`src/rtl/sfx_pkg.sv`:
```
// Shared definitions for the synchronous half-duplex frame transceiver.
// Assumes: fixed frame of one start, eight data, even parity, two stop bits.
package sfx_pkg;
    localparam int DATA_BITS  = 8;
    localparam int FRAME_BITS = DATA_BITS + 4;

    typedef enum logic [1:0] {
        DIR_LISTEN = 2'd0,
        DIR_TALK   = 2'd1,
        DIR_GUARD  = 2'd2
    } dir_t;

    // Build the bit sequence of one frame, period 0 in bit 0.
    function automatic logic [FRAME_BITS-1:0] build_frame(
        input logic [DATA_BITS-1:0] data,
        input logic                 brk
    );
        if (brk) return '0;
        return {2'b11, ^data, data, 1'b0};
    endfunction
endpackage

```
`src/rtl/sfx_clk_gen.sv`:
```
// Link clock generator: divides the system clock by 2*DIV_HALF.
// Gives one-cycle strobes in the system cycle whose closing edge makes the
// link clock rise or fall. Assumes DIV_HALF >= 1. Held high when en is 0.
module sfx_clk_gen #(
    parameter int DIV_HALF = 4
) (
    input  logic clk,
    input  logic rst_n,
    input  logic en,
    output logic link_clk,
    output logic rise_stb,
    output logic fall_stb
);
    localparam int CW = $clog2(DIV_HALF + 1);

    logic [CW-1:0] cnt;
    logic          wrap;

    assign wrap     = en && (cnt == CW'(DIV_HALF - 1));
    assign rise_stb = wrap && !link_clk;
    assign fall_stb = wrap &&  link_clk;

    // Half-period counter and clock toggle; idle high while disabled.
    always_ff @(posedge clk) begin
        if (!rst_n || !en) begin
            cnt      <= '0;
            link_clk <= 1'b1;
        end else if (wrap) begin
            cnt      <= '0;
            link_clk <= ~link_clk;
        end else begin
            cnt <= cnt + 1'b1;
        end
    end


    idle_high_chk: assert property (@(posedge clk) disable iff (!rst_n)
        !en |=> link_clk);


    rise_follows_strobe_chk: assert property (@(posedge clk) disable iff (!rst_n)
        rise_stb |=> $rose(link_clk));
endmodule

```
`src/rtl/sfx_tx_frame.sv`:
```
// Transmit shifter: loads one frame and puts out one bit per step.
// Assumes step is only given at falling link-clock edges of a transmit.
// done is high once all frame bits have been put out.
module sfx_tx_frame
    import sfx_pkg::*;
(
    input  logic                 clk,
    input  logic                 rst_n,
    input  logic                 load,
    input  logic                 brk,
    input  logic [DATA_BITS-1:0] data,
    input  logic                 step,
    output logic                 bit_o,
    output logic                 done
);
    localparam int NW = $clog2(FRAME_BITS + 1);

    logic [FRAME_BITS-1:0] shreg;
    logic [NW-1:0]         sent;

    assign done = (sent == NW'(FRAME_BITS));

    // Frame load and per-step shift of the outgoing bit.
    always_ff @(posedge clk) begin
        if (!rst_n) begin
            shreg <= '0;
            sent  <= NW'(FRAME_BITS);
            bit_o <= 1'b1;
        end else if (load) begin
            shreg <= build_frame(data, brk);
            sent  <= '0;
        end else if (step && !done) begin
            bit_o <= shreg[0];
            shreg <= shreg >> 1;
            sent  <= sent + 1'b1;
        end
    end


    no_step_past_end_chk: assert property (@(posedge clk) disable iff (!rst_n)
        (step && done) |=> $stable(bit_o));
endmodule

```
`src/rtl/sfx_rx_frame.sv`:
```
// Receive collector: finds a start bit, gathers the next eleven samples and
// decodes data, parity, stop bits and break. Samples only on rising strobes.
// Assumes listen is low whenever the pad is being driven by this side.
module sfx_rx_frame
    import sfx_pkg::*;
(
    input  logic                 clk,
    input  logic                 rst_n,
    input  logic                 clr,
    input  logic                 listen,
    input  logic                 rise_stb,
    input  logic                 bit_i,
    output logic                 busy,
    output logic                 valid,
    output logic                 brk,
    output logic [DATA_BITS-1:0] data,
    output logic                 perr,
    output logic                 ferr
);
    localparam int BODY = FRAME_BITS - 1;
    localparam int CW   = $clog2(BODY + 1);

    logic [BODY-1:0] body;
    logic [BODY-1:0] nxt;
    logic [CW-1:0]   got;

    assign nxt = {bit_i, body[BODY-1:1]};

    // Start detection, sample collection and frame decode.
    always_ff @(posedge clk) begin
        valid <= 1'b0;
        brk   <= 1'b0;
        if (!rst_n || clr) begin
            busy <= 1'b0;
            got  <= '0;
            body <= '0;
            if (!rst_n) begin
                data <= '0;
                perr <= 1'b0;
                ferr <= 1'b0;
            end
        end else if (rise_stb) begin
            if (!busy) begin
                if (listen && !bit_i) begin
                    busy <= 1'b1;
                    got  <= '0;
                end
            end else begin
                body <= nxt;
                got  <= got + 1'b1;
                if (got == CW'(BODY - 1)) begin
                    busy <= 1'b0;
                    if (nxt == '0) begin
                        brk <= 1'b1;
                    end else begin
                        valid <= 1'b1;
                        data  <= nxt[DATA_BITS-1:0];
                        perr  <= nxt[DATA_BITS] ^ (^nxt[DATA_BITS-1:0]);
                        ferr  <= ~&nxt[BODY-1:DATA_BITS+1];
                    end
                end
            end
        end
    end


    break_excl_chk: assert property (@(posedge clk) disable iff (!rst_n)
        !(valid && brk));


    pulse_after_edge_chk: assert property (@(posedge clk) disable iff (!rst_n)
        (valid || brk) |-> $past(rise_stb));
endmodule

```
`src/rtl/sync_frame_xcvr.sv`:
```
// Synchronous half-duplex frame transceiver, programmer side.
// Generates the link clock, owns the pad direction and joins the
// transmit shifter and receive collector. Listens by default; one frame is
// transmitted per accepted request, followed by a one-link-cycle guard.
module sync_frame_xcvr
    import sfx_pkg::*;
#(
    parameter int DIV_HALF = 4
) (
    input  logic                 clk,
    input  logic                 rst_n,
    input  logic                 link_en,
    input  logic                 tx_valid,
    input  logic                 tx_break,
    input  logic [DATA_BITS-1:0] tx_data,
    output logic                 tx_ready,
    output logic                 rx_valid,
    output logic [DATA_BITS-1:0] rx_data,
    output logic                 rx_parity_err,
    output logic                 rx_frame_err,
    output logic                 rx_break,
    output logic                 tx_collision,
    output logic                 link_clk_o,
    output logic                 dat_o,
    output logic                 dat_oe,
    input  logic                 dat_i
);
    dir_t dir;
    logic rise_stb, fall_stb;
    logic accept, tx_step, tx_done, rx_busy;

    sfx_clk_gen #(.DIV_HALF(DIV_HALF)) u_clk (
        .clk      (clk),
        .rst_n    (rst_n),
        .en       (link_en),
        .link_clk (link_clk_o),
        .rise_stb (rise_stb),
        .fall_stb (fall_stb)
    );

    assign tx_ready = link_en && (dir == DIR_LISTEN) && !rx_busy;
    assign accept   = tx_valid && tx_ready;
    assign tx_step  = (dir == DIR_TALK) && fall_stb && !tx_done;

    sfx_tx_frame u_tx (
        .clk   (clk),
        .rst_n (rst_n),
        .load  (accept),
        .brk   (tx_break),
        .data  (tx_data),
        .step  (tx_step),
        .bit_o (dat_o),
        .done  (tx_done)
    );

    sfx_rx_frame u_rx (
        .clk      (clk),
        .rst_n    (rst_n),
        .clr      (!link_en),
        .listen   ((dir == DIR_LISTEN) && !accept),
        .rise_stb (rise_stb),
        .bit_i    (dat_i),
        .busy     (rx_busy),
        .valid    (rx_valid),
        .brk      (rx_break),
        .data     (rx_data),
        .perr     (rx_parity_err),
        .ferr     (rx_frame_err)
    );

    // Pad direction sequencing: listen, talk one frame, guard one cycle.
    always_ff @(posedge clk) begin
        if (!rst_n || !link_en) begin
            dir    <= DIR_LISTEN;
            dat_oe <= 1'b0;
        end else begin
            unique case (dir)
                DIR_LISTEN: if (accept) dir <= DIR_TALK;
                DIR_TALK: if (fall_stb) begin
                    if (tx_done) begin
                        dat_oe <= 1'b0;
                        dir    <= DIR_GUARD;
                    end else begin
                        dat_oe <= 1'b1;
                    end
                end
                DIR_GUARD: if (fall_stb) dir <= DIR_LISTEN;
                default: dir <= DIR_LISTEN;
            endcase
        end
    end

    // Read-back compare on each rising edge while driving.
    always_ff @(posedge clk) begin
        if (!rst_n) tx_collision <= 1'b0;
        else        tx_collision <= (dir == DIR_TALK) && dat_oe && rise_stb && (dat_i != dat_o);
    end


    dat_change_on_fall_chk: assert property (@(posedge clk) disable iff (!rst_n)
        !$stable(dat_o) |-> $fell(link_clk_o));


    oe_rise_on_fall_chk: assert property (@(posedge clk) disable iff (!rst_n)
        $rose(dat_oe) |-> $fell(link_clk_o));


    oe_drop_on_fall_chk: assert property (@(posedge clk) disable iff (!rst_n)
        ($fell(dat_oe) && $past(link_en)) |-> $fell(link_clk_o));


    no_rx_while_driving_chk: assert property (@(posedge clk) disable iff (!rst_n)
        dat_oe |-> !rx_busy);


    collision_only_driving_chk: assert property (@(posedge clk) disable iff (!rst_n)
        tx_collision |-> dat_oe);
endmodule

```
`config.mk`:
```
export PLATFORM = sky130hd
export DESIGN_NAME = sync_frame_xcvr
export DESIGN_NICKNAME = d
export VERILOG_FILES = /design/src/rtl/sfx_pkg.sv /design/src/rtl/sfx_clk_gen.sv /design/src/rtl/sfx_tx_frame.sv /design/src/rtl/sfx_rx_frame.sv /design/src/rtl/sync_frame_xcvr.sv
export SDC_FILE = /design/constraint.sdc
export NUM_CORES = 1
export LEC_CHECK = 0
export CAP_MARGIN = 30
export CORE_MARGIN = 8
export CORE_UTILIZATION = 50
export DETAILED_ROUTE_END_ITERATION = 6
export PLACE_DENSITY = 0.71
export SYNTH_ARGS = -nofsm -noshare
export SYNTH_HDL_FRONTEND = slang
export SYNTH_HIERARCHICAL = 1
export SYNTH_SLANG_ARGS = --single-unit
```
`constraint.sdc`:
```
create_clock -name clk -period 3.2 [get_ports clk]
set_input_delay 0.96 -clock clk [delete_from_list [all_inputs] [get_ports clk]]
set_output_delay 0.96 -clock clk [all_outputs]
set_load 0.01 [all_outputs]
```
# --- Word level (Yosys, flattened, before mapping) ---
# Cells that the tools add are included.
totals:
  regBits: 53
  in_bits: 14
  out_inout_bits: 17
op_classes:
  muxes: 39
  reduce_logical: 42
  bitwise: 7
  n_addsub: 3
  eq_ne: 12
ops:
  columns: ["cell", "count"]
  rows:
  - ["two-way mux 12 bit", 4]
  - ["two-way mux 8 bit", 6]
  - ["two-way mux 1 bit", 20]
  - ["two-way mux 4 bit", 4]
  - ["XOR reduction 8 bit", 2]
  - ["logical AND 1 bit", 14]
  - ["logical NOT 11 bit", 1]
  - ["!= test 2 bit (second input constant)", 5]
  - ["AND reduction 2 bit", 5]
  - ["nonzero test 2 bit", 5]
  - ["adder 4 x 1 -> 4 bit (second input constant)", 2]
  - ["== test 4 bit (second input constant)", 2]
  - ["logical NOT 1 bit", 8]
  - ["two-way mux 2 bit", 4]
  - ["NOT 1 bit", 6]
  - ["one-hot mux 2 bit (3 select lines)", 1]
  - ["AND reduction 5 bit", 1]
  - ["AND reduction 4 bit", 1]
  - ["OR reduction 2 bit", 2]
  - ["OR reduction 4 bit", 1]
  - ["adder 3 x 1 -> 3 bit (second input constant)", 1]
  - ["== test 3 x 2 -> 1 bit (second input constant)", 1]
  - ["== test 2 x 1 -> 1 bit (second input constant)", 1]
  - ["== test 2 bit (second input constant)", 1]
  - ["5 further kinds", 5]

# --- Depth between registers and ports, before layout ---
# Gate-level depths: netlist (run 1).
logic_depth:
  word_depth: 9
  depth_mapped: 10
  ltp_nobuf: 8

# --- By module ---
# Netlist (run 1), hierarchy kept.
modules_own_cells:
  columns: ["mod", "seq_area_each_um2", "cells_each", "area_per_inst_um2", "n_inst"]
  rows:
  - ["sfx_rx_frame", 640.6, 119, 1176.1, 1]
  - ["sfx_tx_frame", 340.3, 112, 940.9, 1]
  - ["sync_frame_xcvr", 80.1, 25, 217.7, 1]
  - ["sfx_clk_gen", 80.1, 16, 158.9, 1]

# --- Least setup slack after synthesis (run 1) ---
# Ideal clock, no wire load.
synth_timing:
  path_kind: "input port to flip-flop"
  from: "input link_en"
  to: "register u_rx.data[0] (enable)"
  n_path_buf: 0
  arrival_ns: 2.219
  setup_slack_ns: 0.602
  path_stages: 5
  setup_ns: 0.379
  path_cell_list: "nand2_1 > nor2_1 > nor2b_4 > nand4_1 > o31ai_2"
synth_between:
  elab_chain_len: 4
  word_cells_on_any_way: 10
synth_rtl:
  columns: ["element", "line_no", "source"]
  rows:
  - ["start: declaration", "sync_frame_xcvr.sv:12", "input logic link_en,"]
  - ["logical AND 1 bit", "sfx_clk_gen.sv:19", "assign wrap = en && (cnt == CW'(DIV_HALF - 1));"]
  - ["logical AND 1 bit", "sfx_clk_gen.sv:20", "assign rise_stb = wrap && !link_clk;"]
  - ["via rise_stb", "sync_frame_xcvr.sv:29", "logic rise_stb, fall_stb;"]
  - ["nonzero test 2 bit (no source line)", null, null]
  - ["AND reduction 5 bit (no source line)", null, null]
  - ["end signal: assignment", "sfx_rx_frame.sv:57", "data <= nxt[DATA_BITS-1:0];"]
  - ["end: declaration", "sfx_rx_frame.sv:16", "output logic [DATA_BITS-1:0] data,"]
# The timed path passes the listed nets, and every way through them passes these cells.
# A chain may end at the register's enable or synchronous reset.

# --- Final worst setup path (run 1) ---
layout_timing:
  from: "input link_en"
  to: "output tx_ready"
layout_between:
  elab_chain_len: 2
layout_rtl:
  columns: ["element", "line_no", "source"]
  rows:
  - ["logical AND 1 bit (2 in series)", "sync_frame_xcvr.sv:41", "assign tx_ready = link_en && (dir == DIR_LISTEN) && !rx_busy;"]
  - ["end: declaration", "sync_frame_xcvr.sv:16", "output logic tx_ready,"]
# No other way between the ends.

==> out/results.txt, run 1 <==
Routed length per placed instance: 12.9 um. The top cell types in the final layout, fill and taps aside, are dfxtp_1, nand2_1, clkdlybuf4s50_1. For this design the static power due to leakage is 1.11 nW.

The flow ran to the end, and the final reports show no timing, DRC or antenna violations. The post-synthesis mux area share came out at 0.00452. STA classifies the critical path endpoint as a primary output. The power per cell area is 420 mW/mm^2. The tools report the die area as 0.00750 mm^2. Placer congestion estimate: 0.814. The number of different library cells in the post-synthesis netlist is 49.

The post-synthesis sequential area ratio is 0.458. The run gives 0.544 as the sequential share of power. The tool flagged a number of max-cap violations equal to 0. The source-to-sink clock delay at the later pin of the worst-skew pair came out at 300 ps. The count of buffers added on input and output ports is 30. In this run the post-CTS setup repair buffer count came out at 0.

Entering global routing, the biggest net connects 28 pins. The via count of the first global-routing pass came out at 1852. The hold buffer count at cts is 0. For this run the aggregate overflow at the end of global routing stands at 0. The power share of the clock group was 0.365. The area share of and/or/nand/nor cells after synthesis was 0.210; the final-layout fill cell count was 421. At the pin with the least slew margin, the transition time is 402 ps. The total track usage came out at 0.139. The tools report the internal power as 987 uW.

The netlist area before placement is 0.00249 mm^2, and the highest attainable clock frequency is 328 MHz. The tree built by TritonCTS fans out to 52 sinks. The number of optimization iterations in the first detailed-route pass was 4.

Detailed placement finished with a half-perimeter wire length of 3490 um. The longest clock path from root to sink contains 2 buffers. Count of inserted antenna diode cells: 0. Type of the worst setup path: in -> out. The global-route met2 utilization was 0.232.

TritonCTS built the clock tree. Dominant combinational cell family by area after synthesis: simple AND/OR/NAND/NOR gates. The share of the clock period used by the worst path is 0.954.

Of all nets on the critical path, the largest fanout is 2. The global routing met3 resource utilization is 0.0359, and the post-synthesis adder-cell area fraction is 0.0502. The area after detailed placement is 0.00289 mm^2, and the number of nets in the final layout is 329. Setup repair after global routing left no endpoint under its margin. The total DRC errors in the routed layout was 0; the switching power total was 273 uW.

The area growth from synthesis to layout is 20.2%. The complex-gate fraction of the synthesized area is 0.166, and the number of enable flip-flop cells after synthesis is 10. The initial DRC count is 69. Type of the most critical hold path: reg -> reg.

The XOR/XNOR share of the synthesized area was 0.0562. Setup violations remaining at the end of the flow were counted as 0. Once layout is done, the placed cells without fillers occupy 0.00300 mm^2.

For the initial antenna violation count, the log shows 0. The routed layout has 1906 vias. The core area is 0.00475 mm^2, and the cell row count is 25. From left edge to right edge, the die measures 86.6 um.

The final count of hold timing violations was 0. Counting every net in the synthesized netlist gives 296. Summing internal, switching and leakage power gives 1.26 mW. The global-route met1 utilization came out at 0.164.

The number of max-slew violations in the final report is 0, and the fraction of final layout cells with drive strength greater than 1 is 0.0948. The logs give 0.090 for the part of the power in combinational logic and 6 for the count of synthesis-stage warnings from yosys. For the final wirelength, the log shows 4810 um.

The initial cell density of the core came out at 0.524. The tools report the master cell of the clock root buffer as clkbuf_8. The post-synthesis instance total was 272. The library cell used most frequently in the layout, excluding fill and tap cells, is dfxtp_1. In this run the count of I/O pins placed on the die edge is 31. The clock arrives with 7.90 ps of skew. Clock-pin slew was measured on the worst setup and hold paths at 90 ps.

The first global-routing pass estimated 8400 um of wire. The maximum level of the CTS H-tree is 2. Once detail routing completed, the nets flagged for antenna violations numbered 0.

Data on the critical path arrives at its endpoint at 2090 ps. The data required time of the worst path was 2240 ps; the switching power as a share of total power was 0.217. Worst slew margin relative to its limit: 0.732. The post-synthesis average cell area was 9.17 um^2; the clock period minus final worst setup slack was 3050 ps.

STA classifies the critical path startpoint as an input pin. The number of buffers added by the clock tree synthesis step came out at 5. The most used flip-flop cell after synthesis was dfxtp_1. After synthesis the netlist holds a flip-flop and latch count of 52.

For the peak ir drop on the vdd network, the log shows 0.257 mV. Using the TritonRoute via totals, the vias-per-cell ratio works out to 5.11. The share of flip-flops with an asynchronous set or reset after synthesis works out to 0. From bottom edge to top edge, the die measures 86.6 um.

The layer flagged by global routing as most heavily used is met2.
==> what timing repair did <==
item,CTS,global route
hold endpoints to repair,0,0
setup endpoints to repair,1,1
pin swaps,0,0
gates resized for setup,2,1
==> area by class of cell <==
class                      count  area (um^2)  area share
timing repair buffer          40          370       0.124
clock buffer                   6         82.6      0.0275
inverter                      19         71.3      0.0238
sequential                    52         1140       0.381
clock inverter                 2         33.8      0.0113
tap                           67         83.8      0.0280
multi-input combinational    187         1210       0.405
==> synthesized netlist by cell type (2+ instances only) <==
library cell  number  area [um^2]
nor2b_1            2         12.5
nand3_1            5         25.0
nor2_1            20         75.1
o21ai_0            3         15.0
and2_1             4         25.0
a21oi_1           19         95.1
inv_1             18         67.6
a21boi_1           9         67.6
a31oi_1            2         12.5
buf_2              8         40.0
o311ai_1           2         17.5
nand2b_1           3         18.8
nor3_1             5         25.0
nand3b_1           2         15.0
clkbuf_1           4         15.0
nand2_1           34          128
nor3b_1            2         15.0
and3_1            10         62.6
ha_1              10          125
nand4_1            3         18.8
xnor2_1           11         96.3
edfxtp_1          10          300
dfxtp_1           42          841
o21bai_1           8         60.1
xor2_1             5         43.8
a21boi_0           7         52.6
o21ai_1            2         10.0
==> per-stage QoR <==
stage | setup WS, ps | utilization | cells | hold slack, ps | TNS, ps
floorplan | 602 | - | 272 | 404 | 0
CTS | 29.8 | 0.632 | 373 | 450 | 0
global route | 99.4 | 0.631 | 373 | 479 | 0
finish | 147 | 0.631 | 373 | 446 | 0
detailed placement | -268 | 0.607 | 365 | 437 | -268
global placement | -268 | 0.607 | 365 | 421 | -268
==> power by group through the flow <==
stage	Sequential, mW	Combinational, mW	Clock (mW)
finish	0.686	0.114	0.460
global placement	0.700	0.114	0
detailed placement	0.701	0.115	0
CTS	0.686	0.116	0.471
floorplan	0.702	0.0645	0
global route	0.687	0.126	0.500
==> cells by family after synthesis <==
kind of cell,count (synthesis)
xor gates and xnor gates,16
muxes,1
AOI/OAI and AO/OA,61
and+or+nand+nor,99
DFF,52
buffers and inverters,33
adders and majority gates,10
==> layer usage <==
layer / wire length (um) / vias up / part of all wire
met5: 0 / - / 0
met4: 76 / 0 / 0.016
met3: 144 / 6 / 0.030
met2: 2300 / 22 / 0.48
met1: 2280 / 880 / 0.47
li1: - / 998 / -
==> path summary, 6_finish.rpt <==
kind                              startpoint           end  slack [ps]  cells past startpoint
worst min-delay path            u_clk/cnt[0]  u_clk/cnt[0]         450                      1
worst max register to register  u_clk/cnt[0]  u_rx/data[0]        1120                      8
worst min register to register  u_clk/cnt[0]  u_clk/cnt[0]         450                      1
worst max-delay path                 link_en      tx_ready         150                      4
==> sequential cells by signal, summed over array words and instances (netlist names), 2 cells and up <==
name        cells
u_tx/sent       4
u_rx/body      10
u_tx/shreg     12
dir             2
u_clk/cnt       3
u_rx/data       8
u_rx/got        4
==> worst max-delay path, stage by stage <==
cell	delay, ps
clkdlybuf4s50_1	470
or4b_4	470
inv_2	70
clkbuf_2	120
Power figures use the tool's default switching activity.
==> run 2: changes to the inputs <==
- CAP_MARGIN: 30 -> not set
- CORE_MARGIN: 8 -> 2
- DONT_BUFFER_PORTS: not set -> 1
- PLACE_DENSITY: 0.71 -> 0.63
==> out/results.txt, run 2 (synthesis results as in run 1) <==
The worst setup path is of the in -> out kind. The worst hold slack came out at 443 ps (-2.76 ps). The run finished with clean final reports. The peak ir drop on the vdd network was 0.203 mV (-21%); the pin count of the biggest net entering global routing was 25 (-11%). The run gives 2 (unchanged) as the number of buffers on the longest clock path. On the critical path the largest part of the delay comes from simple AND/OR/NAND/NOR gates. The top-level port count was 31 (unchanged); the final count of hold timing violations was 0 (unchanged). The path length in cells of the critical path works out to 2 (-2). Number of nets in the final layout: 295 (-10%). Number of buffers inserted by post-CTS setup repair: 0 (unchanged). The tools report the arrival time of data at the critical path endpoint as 1520 ps (-570 ps). The width of the die is 74.6 um (-14%). The logs give 0.00256 mm^2 (-11%) for the area after detailed placement and 7670 um (-8.7%) for the global-route wire length before repair. The run gives 0.00475 mm^2 (unchanged) as the core area.

The cell depth of the worst hold path is 1 (unchanged), and the placed wire-length estimate is 3110 um (-11%). The final clock skew is 10.4 ps (+2.48 ps). The number of maximum-capacitance constraint violations came out at 0 (unchanged). The source-to-sink clock delay at the later pin of the worst-skew pair came out at 300 ps (about the same). The most common library cell in the layout ignoring fill and taps was dfxtp_1. The detailed-route vias per instance works out to 5.32 (+4.0%).

Setup repair after global routing left no endpoint under its margin. The sequential cell area was 0.00114 mm^2 (unchanged); the final-layout fill cell count was 456 (+8.3%). The tools report the total DRC errors in the routed layout as 0 (unchanged).

The worst setup path is captured at a primary output. Setup total negative slack: 0 ps (unchanged). Cell row count: 25 (unchanged).

The clock period minus final worst setup slack was 2480 ps (-573 ps); the overflow left after global routing was 0 (unchanged). The worst slew margin relative to its limit is 0.584 (-0.148). The final wirelength was 4420 um (-8.0%); the total track usage was 0.179 (+0.0396). Maximum level of the CTS H-tree: 2 (unchanged).

The worst setup path is launched from an input pin. The logs give 52 (unchanged) for the CTS sink count and 0.00557 mm^2 (-26%) for the die area. TritonCTS built the clock tree. The largest registers in the layout are u_tx/shreg (12), u_rx/body (10), u_rx/data (8). The register with the most flip-flops in the final layout is u_tx/shreg. The initial cell density of the core is 0.524 (unchanged), and the worst reg-to-reg path cell count is 8 (unchanged). The tools report the master cell of the clock root buffer as clkbuf_8. The via count of the first global-routing pass came out at 1642 (-11%). The number of buffers added by the clock tree synthesis step is 5 (unchanged). The logs give 4 (unchanged) for the number of optimization iterations in the first detailed-route pass and 102 (+48%) for the initial DRC count.

For the count of antenna-violating nets left after detailed routing, the log shows 0 (unchanged). Traced cell by cell, the critical path runs through or4b_4, inv_2. The number of max-slew violations in the final report is 0 (unchanged), and the largest driver fanout on the critical path is 8 (+6). The height of the die is 74.6 um (-14%), and the hold buffer count at cts is 0 (unchanged). The flip-flop count of the largest register after layout was 12 (unchanged). The count of buffers from port buffering came out at 0 (-100%). The largest individual stage delay along the critical path comes from the cell or4b_4.

The run gives 2240 ps (about the same) as the data required time of the worst path. The highest attainable clock frequency was 403 MHz (+23%); the fraction of final layout cells with drive strength greater than 1 was 0.0882 (-0.00654). The reported leakage power was 0.961 nW (-14%); the relative area change from synthesis to final layout was 6.07%. Biggest cell delay along the critical path: 450 ps (-20 ps). The placer congestion estimate was 0.703 (-14%); the post-cts gate resize count was 0 (-2).

For the final total power, the log shows 1.13 mW (-10%). The count of inserted antenna diode cells was 0 (unchanged). The pin slew with the least headroom to its limit is 622 ps (+221 ps), and the initial antenna violation count is 0 (unchanged). The power per cell area works out to 429 mW/mm^2 (+2.0%). Routed length per placed instance: 13.0 um (+1.2%).

The logs give 0.00265 mm^2 (-12%) for the finished layout cell area and 0 (unchanged) for the count of final setup violators. The clock-pin slew reported for the worst setup and hold paths after clock tree synthesis works out to 90 ps (about the same). The tightest min-delay check is of the reg -> reg type. In the layout the commonest cells are dfxtp_1, nand2_1, nor2_1. The tools report the utilization after layout as 0.556 (-0.0742). The share of the clock period used by the worst path was 0.775 (-0.179). For the multi-input gate area in the final layout, the log shows 0.00121 mm^2 (unchanged). The total vias in the final route is 1802 (-5.5%), and the sum of buffers and inverters on the critical path is 1 (-2).
[run 2: changes by cell type in the layout (fill, tap and decap cells not counted)]
| cell | change |
|---|---|
| clkbuf_8 | -1 |
| bufinv_16 | -1 |
| clkinv_1 | -1 |
| clkinvlp_4 | +1 |
| clkbuf_1 | +1 |
| clkbuf_2 | -1 |
| clkdlybuf4s50_1 | -29 |
| buf_4 | -4 |
| clkinv_4 | +1 |
[run 2: cell type report]
class,count,area share
multi-input cells,187,0.459
well taps,67,0.0317
clock inverters,2,0.00615
clock buffers,6,0.0274
repair buffers,6,0.0170
inverters,19,0.0270
flip-flops and latches,52,0.431
[run 2: routing by layer]
layer	GRT usage	wire length, um	vias up
met3	0.0576	208	4
met1	0.249	2170	844
li1	-	-	923
met4	0.0417	34	0
met5	0	0	-
met2	0.273	2010	31
[run 2: where the power goes]
group	total [mW]	internal, mW	switching [mW]
clock	0.368	0.156	0.212
combinational	0.0784	0.0346	0.0438
sequential	0.688	0.679	0.00835
total	1.13	0.870	0.264
[run 2: worst paths after layout]
check	startpoint	end	slack, ps
max	link_en	tx_ready	720
min	u_clk/cnt[0]	u_clk/cnt[0]	440
max reg2reg	u_clk/cnt[0]	u_rx/data[4]	880
min reg2reg	u_clk/cnt[0]	u_clk/cnt[0]	440
[run 2: metrics by stage]
stage	std cells	worst slack, ps
finish	339	721
global route	339	647
floorplan	272	602
global placement	331	667
CTS	339	723
detailed placement	331	638
